===== config.mk =====
export PLATFORM = sky130hd
export DESIGN_NAME = miss_tracker
export DESIGN_NICKNAME = d
export VERILOG_FILES = /design/src/rtl/mt_pkg.sv /design/src/rtl/mt_pick.sv /design/src/rtl/mt_classify.sv /design/src/rtl/mt_entry.sv /design/src/rtl/miss_tracker.sv
export SDC_FILE = /design/constraint.sdc
export NUM_CORES = 2
export LEC_CHECK = 0
export ABC_AREA = 1
export BUFFER_PORTS_ARGS = -buffer_cell sky130_fd_sc_hd__clkbuf_2
export CELL_PAD_IN_SITES_DETAIL_PLACEMENT = 1
export CELL_PAD_IN_SITES_GLOBAL_PLACEMENT = 1
export CORE_UTILIZATION = 39
export CTS_CLUSTER_SIZE = 16
export DETAILED_ROUTE_END_ITERATION = 12
export HOLD_SLACK_MARGIN = 0.02
export MAX_ROUTING_LAYER = met4
export PLACE_DENSITY = 0.79
export SYNTH_ARGS = -nofsm -noshare
export SYNTH_HDL_FRONTEND = slang
export SYNTH_SLANG_ARGS = --single-unit
export TNS_END_PERCENT = 5

===== constraint.sdc =====
create_clock -name clk_i -period 2.4 [get_ports clk_i]
set_input_delay 0.12 -clock clk_i [delete_from_list [all_inputs] [get_ports clk_i]]
set_output_delay 0.12 -clock clk_i [all_outputs]
set_load 0.005 [all_outputs]

===== src/rtl/mt_pkg.sv =====
package mt_pkg;
  typedef enum logic [1:0] {E_FREE, E_WAIT, E_ISSUED, E_DONE} ent_st_e;
  typedef enum logic [1:0] {K_HIT = 2'd0, K_MERGE = 2'd1, K_ALLOC = 2'd2, K_PASS = 2'd3} lk_kind_e;
  localparam logic [2:0] ATTR_ALLOC = 3'd0;  // write-back read/write-allocate
  localparam logic [2:0] ATTR_BYPASS = 3'd4; // this value and above: device class
endpackage


===== src/rtl/mt_pick.sv =====
module mt_pick #(
  parameter int N  = 6,
  parameter int IW = 3
) (
  input  logic [N-1:0]  vec_i,
  output logic          found_o,
  output logic [IW-1:0] idx_o
);
  always_comb begin
    found_o = 1'b0;
    idx_o   = '0;
    for (int i = N - 1; i >= 0; i--) begin
      if (vec_i[i]) begin
        found_o = 1'b1;
        idx_o   = IW'(i);
      end
    end
  end
endmodule


===== src/rtl/mt_classify.sv =====
module mt_classify import mt_pkg::*; (
  input  logic       store_i,
  input  logic       hit_i,
  input  logic [2:0] attr_i,
  output logic       hit_ok_o,
  output logic       need_o,
  output logic       nc_o
);
  logic alloc_attr, bypass;
  assign alloc_attr = (attr_i == ATTR_ALLOC);
  assign bypass     = (attr_i >= ATTR_BYPASS);
  assign hit_ok_o   = hit_i && !bypass;
  assign need_o     = alloc_attr ? !hit_i : (!store_i && !hit_ok_o);
  assign nc_o       = !alloc_attr;
endmodule


===== src/rtl/mt_entry.sv =====
module mt_entry import mt_pkg::*; #(
  parameter int LINE_W = 26,
  parameter int BEAT_W = 128,
  parameter int NBEATS = 4,
  parameter int OFF_W  = 3
) (
  input  logic              clk_i,
  input  logic              rst_ni,
  input  logic              alloc_i,
  input  logic [LINE_W-1:0] alloc_line_i,
  input  logic              alloc_nc_i,
  input  logic [OFF_W-1:0]  alloc_off_i,
  input  logic              merge_i,
  input  logic              issue_i,
  input  logic              flush_i,
  input  logic              beat_i,
  input  logic [BEAT_W-1:0] beat_data_i,
  output ent_st_e           st_o,
  output logic [LINE_W-1:0] line_o,
  output logic              nc_o,
  output logic              pend_o,
  output logic [63:0]       data_o
);
  localparam int CW    = $clog2(NBEATS);
  localparam int DPB   = BEAT_W / 64;
  localparam int SEL_W = $clog2(DPB);

  ent_st_e           st_q;
  logic [LINE_W-1:0] line_q;
  logic              nc_q, pend_q;
  logic [OFF_W-1:0]  off_q;
  logic [CW-1:0]     cnt_q;
  logic [63:0]       data_q;
  logic [CW-1:0]     want_beat;
  logic [63:0]       want_dw;

  assign want_beat = CW'(off_q >> SEL_W);
  assign want_dw   = beat_data_i[64*int'(off_q[SEL_W-1:0]) +: 64];

  always_ff @(posedge clk_i or negedge rst_ni) begin
    if (!rst_ni) begin
      st_q   <= E_FREE;
      line_q <= '0;
      nc_q   <= 1'b0;
      pend_q <= 1'b0;
      off_q  <= '0;
      cnt_q  <= '0;
      data_q <= '0;
    end else begin
      case (st_q)
        E_FREE: if (alloc_i) begin
          st_q   <= E_WAIT;
          line_q <= alloc_line_i;
          nc_q   <= alloc_nc_i;
          off_q  <= alloc_off_i;
          pend_q <= 1'b0;
          cnt_q  <= '0;
        end
        E_WAIT: begin
          if (flush_i)      st_q <= E_FREE;
          else if (issue_i) st_q <= E_ISSUED;
        end
        E_ISSUED: if (beat_i) begin
          if (nc_q && cnt_q == want_beat) data_q <= want_dw;
          if (cnt_q == CW'(NBEATS - 1)) begin
            st_q  <= E_DONE;
            cnt_q <= '0;
          end else begin
            cnt_q <= cnt_q + 1'b1;
          end
        end
        default: st_q <= E_FREE;
      endcase
      if (merge_i) pend_q <= 1'b1;
    end
  end

  assign st_o   = st_q;
  assign line_o = line_q;
  assign nc_o   = nc_q;
  assign pend_o = pend_q;
  assign data_o = data_q;

  AST_DONE_PULSE: assert property (@(posedge clk_i) disable iff (!rst_ni)
    st_q == E_DONE |=> st_q == E_FREE);
  AST_IDLE_BEAT: assert property (@(posedge clk_i) disable iff (!rst_ni)
    (beat_i && st_q != E_ISSUED) |=> ($stable(cnt_q) && $stable(data_q)));
endmodule


===== src/rtl/miss_tracker.sv =====
module miss_tracker import mt_pkg::*; #(
  parameter int NE     = 6,
  parameter int NP     = 2,
  parameter int LINE_W = 26,
  parameter int BEAT_W = 128,
  parameter int NBEATS = 4,
  parameter int IDX_W  = $clog2(NE)
) (
  input  logic                         clk_i,
  input  logic                         rst_ni,
  input  logic                         flush_i,
  input  logic [NP-1:0]                lk_valid_i,
  input  logic [NP-1:0]                lk_store_i,
  input  logic [NP-1:0]                lk_hit_i,
  input  logic [NP-1:0][2:0]           lk_attr_i,
  input  logic [NP-1:0][LINE_W-1:0]    lk_line_i,
  input  logic [NP-1:0][2:0]           lk_off_i,
  output logic [NP-1:0]                lk_grant_o,
  output logic [NP-1:0][1:0]           lk_kind_o,
  output logic [NP-1:0][IDX_W-1:0]     lk_idx_o,
  output logic                         mem_req_valid_o,
  input  logic                         mem_req_ready_i,
  output logic [IDX_W-1:0]             mem_req_idx_o,
  output logic [LINE_W-1:0]            mem_req_line_o,
  output logic                         mem_req_nc_o,
  input  logic                         fill_valid_i,
  input  logic [IDX_W-1:0]             fill_idx_i,
  input  logic [BEAT_W-1:0]            fill_data_i,
  output logic                         done_valid_o,
  output logic [IDX_W-1:0]             done_idx_o,
  output logic [LINE_W-1:0]            done_line_o,
  output logic                         done_write_o,
  output logic                         done_replay_o,
  output logic [63:0]                  done_data_o
);
  ent_st_e           ent_st   [NE];
  logic [LINE_W-1:0] ent_line [NE];
  logic              ent_nc   [NE];
  logic              ent_pend [NE];
  logic [63:0]       ent_data [NE];

  logic [NE-1:0] free_vec, wait_vec, done_vec, alloc_vec, merge_vec, issue_vec, beat_vec;
  logic              free_found, wait_found;
  logic [IDX_W-1:0]  free_idx, wait_idx, sel_idx;
  logic [LINE_W-1:0] a_line;
  logic              a_nc;
  logic [2:0]        a_off;
  logic              hold_q;
  logic [IDX_W-1:0]  hold_idx_q;

  logic [NP-1:0][NE-1:0]    match;
  logic [NP-1:0]            mhit, hit_ok, need, nc_p;
  logic [NP-1:0][IDX_W-1:0] midx;

  for (genvar e = 0; e < NE; e++) begin : g_ent
    assign free_vec[e]  = (ent_st[e] == E_FREE);
    assign wait_vec[e]  = (ent_st[e] == E_WAIT);
    assign done_vec[e]  = (ent_st[e] == E_DONE);
    assign issue_vec[e] = mem_req_valid_o && mem_req_ready_i && (sel_idx == IDX_W'(e));
    assign beat_vec[e]  = fill_valid_i && (fill_idx_i == IDX_W'(e));
    mt_entry #(.LINE_W(LINE_W), .BEAT_W(BEAT_W), .NBEATS(NBEATS), .OFF_W(3)) u_ent (
      .clk_i, .rst_ni,
      .alloc_i(alloc_vec[e]), .alloc_line_i(a_line), .alloc_nc_i(a_nc), .alloc_off_i(a_off),
      .merge_i(merge_vec[e]), .issue_i(issue_vec[e]), .flush_i,
      .beat_i(beat_vec[e]), .beat_data_i(fill_data_i),
      .st_o(ent_st[e]), .line_o(ent_line[e]), .nc_o(ent_nc[e]),
      .pend_o(ent_pend[e]), .data_o(ent_data[e]));
  end

  for (genvar p = 0; p < NP; p++) begin : g_port
    for (genvar e = 0; e < NE; e++) begin : g_m
      assign match[p][e] = !free_vec[e] && (ent_line[e] == lk_line_i[p]);
    end
    mt_pick #(.N(NE), .IW(IDX_W)) u_mpick (.vec_i(match[p]), .found_o(mhit[p]), .idx_o(midx[p]));
    mt_classify u_cls (.store_i(lk_store_i[p]), .hit_i(lk_hit_i[p]), .attr_i(lk_attr_i[p]),
                       .hit_ok_o(hit_ok[p]), .need_o(need[p]), .nc_o(nc_p[p]));
  end

  mt_pick #(.N(NE), .IW(IDX_W)) u_free (.vec_i(free_vec), .found_o(free_found), .idx_o(free_idx));
  mt_pick #(.N(NE), .IW(IDX_W)) u_wait (.vec_i(wait_vec), .found_o(wait_found), .idx_o(wait_idx));

  always_comb begin
    logic lower_need;
    lower_need = 1'b0;
    alloc_vec  = '0;
    merge_vec  = '0;
    a_line     = '0;
    a_nc       = 1'b0;
    a_off      = '0;
    for (int p = 0; p < NP; p++) begin
      lk_grant_o[p] = 1'b0;
      lk_kind_o[p]  = K_PASS;
      lk_idx_o[p]   = '0;
      if (lk_valid_i[p]) begin
        if (mhit[p]) begin
          lk_kind_o[p]  = K_MERGE;
          lk_idx_o[p]   = midx[p];
          lk_grant_o[p] = !(ent_st[midx[p]] == E_DONE || (ent_st[midx[p]] == E_WAIT && flush_i));
          if (lk_grant_o[p]) merge_vec[midx[p]] = 1'b1;
        end else if (hit_ok[p]) begin
          lk_kind_o[p]  = K_HIT;
          lk_grant_o[p] = 1'b1;
        end else if (need[p]) begin
          lk_kind_o[p]  = K_ALLOC;
          lk_idx_o[p]   = free_idx;
          lk_grant_o[p] = !lower_need && free_found && !flush_i;
          lower_need    = 1'b1;
          if (lk_grant_o[p]) begin
            alloc_vec[free_idx] = 1'b1;
            a_line = lk_line_i[p];
            a_nc   = nc_p[p];
            a_off  = lk_off_i[p];
          end
        end else begin
          lk_grant_o[p] = 1'b1;
        end
      end
    end
  end

  // held request keeps its index until accepted
  assign sel_idx         = hold_q ? hold_idx_q : wait_idx;
  assign mem_req_valid_o = (hold_q || wait_found) && !flush_i;
  assign mem_req_idx_o   = sel_idx;
  assign mem_req_line_o  = ent_line[sel_idx];
  assign mem_req_nc_o    = ent_nc[sel_idx];

  always_ff @(posedge clk_i or negedge rst_ni) begin
    if (!rst_ni) begin
      hold_q     <= 1'b0;
      hold_idx_q <= '0;
    end else begin
      hold_q     <= mem_req_valid_o && !mem_req_ready_i;
      hold_idx_q <= sel_idx;
    end
  end

  mt_pick #(.N(NE), .IW(IDX_W)) u_done (.vec_i(done_vec), .found_o(done_valid_o), .idx_o(done_idx_o));
  assign done_line_o   = ent_line[done_idx_o];
  assign done_write_o  = !ent_nc[done_idx_o];
  assign done_replay_o = ent_pend[done_idx_o];
  assign done_data_o   = ent_data[done_idx_o];

  AST_NO_OVERFLOW: assert property (@(posedge clk_i) disable iff (!rst_ni)
    (free_vec == '0) |-> (alloc_vec == '0));
  AST_ONE_ALLOC: assert property (@(posedge clk_i) disable iff (!rst_ni)
    $countones(alloc_vec) <= 1);
  AST_REQ_HOLD: assert property (@(posedge clk_i) disable iff (!rst_ni)
    (mem_req_valid_o && !mem_req_ready_i) |=> $stable(mem_req_idx_o));
  AST_FLUSH_QUIET: assert property (@(posedge clk_i) disable iff (!rst_ni)
    flush_i |-> (!mem_req_valid_o && alloc_vec == '0));
  AST_DONE_SINGLE: assert property (@(posedge clk_i) disable iff (!rst_ni)
    $onehot0(done_vec));
endmodule


==> metrics, run 1 <==
Mapped Cells 6,107; most common library cells after synthesis nand2_1, o21ai_0, nor2_1; top post-synthesis cells by area dfrtp_1, nand2_1, o21ai_0; largest net degree at the start of global routing 129; Stop Error [ERROR GRT-0232] Routing congestion too high. Check the congestion heatmap in the GUI.; share of the synthesized area in the top cell type 0.373; Clock Tree Root clkbuf_16; worst setup endpoint GRT mem_req_line_o[4]; syn avg cell area 6.56 um2; grt ovf 131; Halt Stage global routing; maximum clock path buffer count 3; register bit total from synthesis 598; top_reg_cell synth dfrtp_1; initial core utilization 0.394; Seq/Total Area, Yosys 0.373; Worst-path end type output port; input/output buffers 344; GP Congestion 1.19; leading cell type by number of instances after synthesis nand2_1; netlist area before placement 40,100 um2; initial antenna violation count 47; FP Rows about 120; H-tree levels 3; DIE WIDTH 323 um; cell taking the most area after synthesis dfrtp_1; Die Y-Extent 323 um; Ports 345; number of flops mapped to enable cells by yosys 0; Post-synth ARST share 1.00; YS warnings 0; Total Routing Usage GR 0.808; hpwl dp 199 mm; Area after DPL 52,000 um2; clk sinks 598; run status stopped before the end; count of different cell masters after synthesis 50; cts bufs inserted 77; Synth Net Count roughly 6,300
[logic make-up after synthesis]
kind of cell               Yosys count  share of synthesized area
and+or+nand+nor                   2752                      0.275
AOI/OAI and AO/OA                 1664                      0.229
buffers and inverters              984                     0.0982
DFF                                598                      0.373
xor gates and xnor gates           103                     0.0225
adders and majority gates            6                    0.00187
[layer usage]
metal  GRT overflow  global-route usage
met1              1               0.804
met2             71               0.946
met3             11               0.631
met4             48               0.814
met5              -                   -
[timing repair]
| action | 4_1_cts |
|---|---|
| endpoints found under the hold margin | 909 |
| pin swaps | 60 |
| setup buffers | 46 |
| endpoints found under the setup margin | 361 |
| resized for setup | 561 |
| hold buffers | 148 |
| cloned | 8 |
[metrics by stage]
step           setup slack [ps]  utilization  TNS [ps]  std cells
2_1_floorplan               185            -         0       6107
3_5_place_dp               -979        0.511   -196490       8576
4_1_cts                    -971        0.576   -200400       8916
3_3_place_gp               -917        0.511   -183820       8576
==> inputs of run 2 (changes only) <==
--- a/config.mk
+++ b/config.mk
@@ -7,14 +7,9 @@
 export LEC_CHECK = 0
 export ABC_AREA = 1
 export BUFFER_PORTS_ARGS = -buffer_cell sky130_fd_sc_hd__clkbuf_2
-export CELL_PAD_IN_SITES_DETAIL_PLACEMENT = 1
-export CELL_PAD_IN_SITES_GLOBAL_PLACEMENT = 1
-export CORE_UTILIZATION = 39
-export CTS_CLUSTER_SIZE = 16
+export CORE_UTILIZATION = 33
 export DETAILED_ROUTE_END_ITERATION = 12
-export HOLD_SLACK_MARGIN = 0.02
-export MAX_ROUTING_LAYER = met4
-export PLACE_DENSITY = 0.79
+export PLACE_DENSITY_LB_ADDON = 0.15
 export SYNTH_ARGS = -nofsm -noshare
 export SYNTH_HDL_FRONTEND = slang
 export SYNTH_SLANG_ARGS = --single-unit
==> constraint.sdc (replaced) <==
create_clock -name clk_i -period 3.12 [get_ports clk_i]
set_input_delay 0.156 -clock clk_i [delete_from_list [all_inputs] [get_ports clk_i]]
set_output_delay 0.156 -clock clk_i [all_outputs]
set_load 0.005 [all_outputs]
==> run 2 against run 1 <==
The flow now finishes, with violations (negative setup slack). Synthesized area unchanged. Synthesized cell count did not move.
==> metrics, run 2 <==
max-slew violation count 0; worst slew pin tran 896 ps; core box area 120,000 um2; global-route wire length before repair between 300 and 400 mm; post-route ant nets 0; share of layout cells above drive strength 1 0.227; leading cell type by number of instances after synthesis nand2_1; vias in the first global route around 44,000; Area after DPL 47,000 um2 (-9.6%); initial DRC count 4,398; critical path cell sequence buf_4 -> xor2_1 -> nor2_1 -> nand2_1 -> nor2_2 -> nand3_1 -> nor2_1 -> buf_4 -> inv_1 -> nand2_1 -> buf_4 -> nand2_1 -> nand3_1 -> nand3_2 -> nand3_2 -> nand2_1 -> inv_1 -> clkbuf_2; die area 123,000 um2; CP max stage cell dfrtp_2; Clock Tree Root clkbuf_16; DIE WIDTH 350 um (+8.7%); critical path's most frequent cell nand2_1; post-route cell area approximately 55,000 um2; Tcrit/Tclk final 1.11; relative slew slack 0.397; clk sinks 598 (unchanged); kind of critical path register to primary output; final setup vio count just over 50; hpwl dp 163 mm (-18%); skew final 47.0 ps; clock-pin slew on the worst setup and hold paths 60 ps; Synth Net Count 6,319 (unchanged); Leak Pwr 26.0 nW; Layout area overhead 36.2%; Critical Path Source Type register; Total Routing Usage GR 0.354; VDD IR max 0.708 mV; syn avg cell area 6.56 um2 (unchanged); Worst EP arrival 3300 ps; number of flops mapped to enable cells by yosys 0 (unchanged); cell taking the most area after synthesis dfrtp_1; netlist area before placement 40,100 um2 (unchanged); max incr delay on CP 420 ps; most common cell after layout, fill and taps aside nand2_1; CTS tree done; vias per cell 5.38; maximum clock path buffer count 3 (unchanged); grt ovf 0; Power Density 1060 nW/um2; count of different cell masters after synthesis 50 (unchanged); Die Y-Extent 350 um (+8.7%); Worst-Skew Late Latency 700 ps; H-tree levels 3 (unchanged); setup ws final -332 ps; Mapped Cells 6,107 (unchanged); YS warnings 0 (unchanged); largest net degree at the start of global routing 129; register bit total from synthesis 598 (unchanged); DRC 0; most common library cells after synthesis nand2_1, o21ai_0, nor2_1; final core area utilization 0.454; WL/cell about 26 um; RSZ-0062 raised after global routing true; Setup crit end kind primary output; share of the synthesized area in the top cell type 0.373 (unchanged); max reg flops 384; Nets 7,156; Post-synth ARST share 1.00 (unchanged); Ports 345 (unchanged); violated checks negative setup slack; max_cap viols 0; FMAX 290 MHz; input/output buffers 344 (unchanged); FP Rows 127 (+8.5%); initial core utilization 0.334 (-0.0603); min Tclk post-route 3450 ps; drt pass-1 iters 7; Via Count 46,439; Worst Path Max Fanout 3; Critical Path RT around 3000 ps; GP Congestion 1.12 (-5.9%); Hold Vio Cnt, Final 0; top post-synthesis cells by area dfrtp_1, nand2_1, o21ai_0; initial antenna violation count 25; most frequent cells in the layout nand2_1, o21ai_0, dfrtp_1; cts bufs inserted 77 (unchanged); min-delay worst type input pin to asynchronous set/reset pin; Total Wirelength 225 mm; Seq/Total Area, Yosys 0.373 (unchanged); top_reg_cell synth dfrtp_1; layout filler cell count 12,644; run status finished, violations left
-- run 2: cell counts after synthesis --
Identical to the previous run, type by type.
-- run 2: worst max-delay path, delay by kind of cell, from the launching register on --
| kind | cells | cell delay (ps) |
|---|---|---|
| xor+xnor | 1 | 220 |
| simple gates | 11 | 1390 |
| buf+inv | 6 | 610 |
| flops | 1 | 420 |
-- run 2: area by class of cell --
cell class | count | area, um2 | area share
Antenna cell | 11 | 27.5 | 0.000505
Clock buffer | 116 | 2270 | 0.0417
Clock inverter | 22 | 302 | 0.00553
Inverter | 613 | 2340 | 0.0429
Multi-Input combinational cell | 4525 | 22900 | 0.419
Sequential cell | 598 | 15000 | 0.276
Tap cell | 1612 | 2020 | 0.0370
Timing Repair Buffer | 1129 | 9700 | 0.178
-- run 2: path summary, 6_finish.rpt --
path / from / endpoint / slack, ps / depth (start not counted)
setup reg to reg: g_ent[0].u_ent.line_o[6]$_DFFE_PN0P_ / g_ent[5].u_ent.off_q[0]$_DFFE_PN0P_ / 150 / 17
min in group clk_i: flush_i / g_ent[1].u_ent.st_o[1]$_DFFE_PN0P_ / 10 / 4
setup / recovery: g_ent[0].u_ent.line_o[6]$_DFFE_PN0P_ / lk_grant_o[0] / -330 / 18
max in group asynchronous: rst_ni / g_ent[5].u_ent.data_o[47]$_DFFE_PN0P_ / 2020 / 4
hold reg to reg: g_ent[5].u_ent.data_o[36]$_DFFE_PN0P_ / g_ent[5].u_ent.data_o[36]$_DFFE_PN0P_ / 480 / 2
hold / removal: rst_ni / g_ent[4].u_ent.line_o[14]$_DFFE_PN0P_ / 9 / 2
-- run 2: timing repair --
item                                    CTS  global route
buffers inserted                         36            39
pin swaps                                40            83
endpoints found under the setup margin  196           131
hold endpoints to repair                804             0
hold buffers                            207             0
gates resized for setup                 333           355
gates cloned                              1            10
-- run 2: logic make-up (layout without fill, tap and decap cells) --
kind of cell,Yosys count,in the layout,synth area share
buffers and inverters,984,1880,0.0982
other,0,11,0
AND/OR/NAND/NOR,2752,2752,0.275
flip-flops,598,598,0.373
XOR/XNOR,103,103,0.0225
AO/OA/AOI/OAI,1664,1664,0.229
adder cells (fa/ha/maj),6,6,0.00187
-- run 2: power breakdown --
| group | leakage (nW) | internal, mW | switching [mW] |
|---|---|---|---|
| Combinational | 17.7 | 13.0 | 23.6 |
| Clock | 1.27 | 5.33 | 3.96 |
| Sequential | 7.10 | 9.93 | 2.06 |
| Total | 26.0 | 28.3 | 29.6 |
-- run 2: per-layer routing --
layer	global-route usage	routed length (um)	vias to the layer above
met4	0.200	15600	30
met2	0.562	101000	2114
met1	0.447	91300	22083
li1	-	-	21645
met5	0	184	-
met3	0.0705	17300	567
-- run 2: per-stage QoR --
step / power [mW] / hold WS, ps / setup slack (ps) / setup TNS, ps / std cells
3_5_place_dp: 43.3 / 126 / -144 / -819 / 8187
6_report: 57.9 / 9.27 / -332 / -3710 / 8626
2_1_floorplan: 26.4 / -140 / 905 / 0 / 6107
3_3_place_gp: 43.3 / 126 / -109 / -3150 / 8187
4_1_cts: 55.0 / 1.56 / -317 / -6460 / 8569
5_1_grt: 60.6 / 8.23 / -426 / -13760 / 8618
Note: power is estimated with default switching activity, not from simulation.
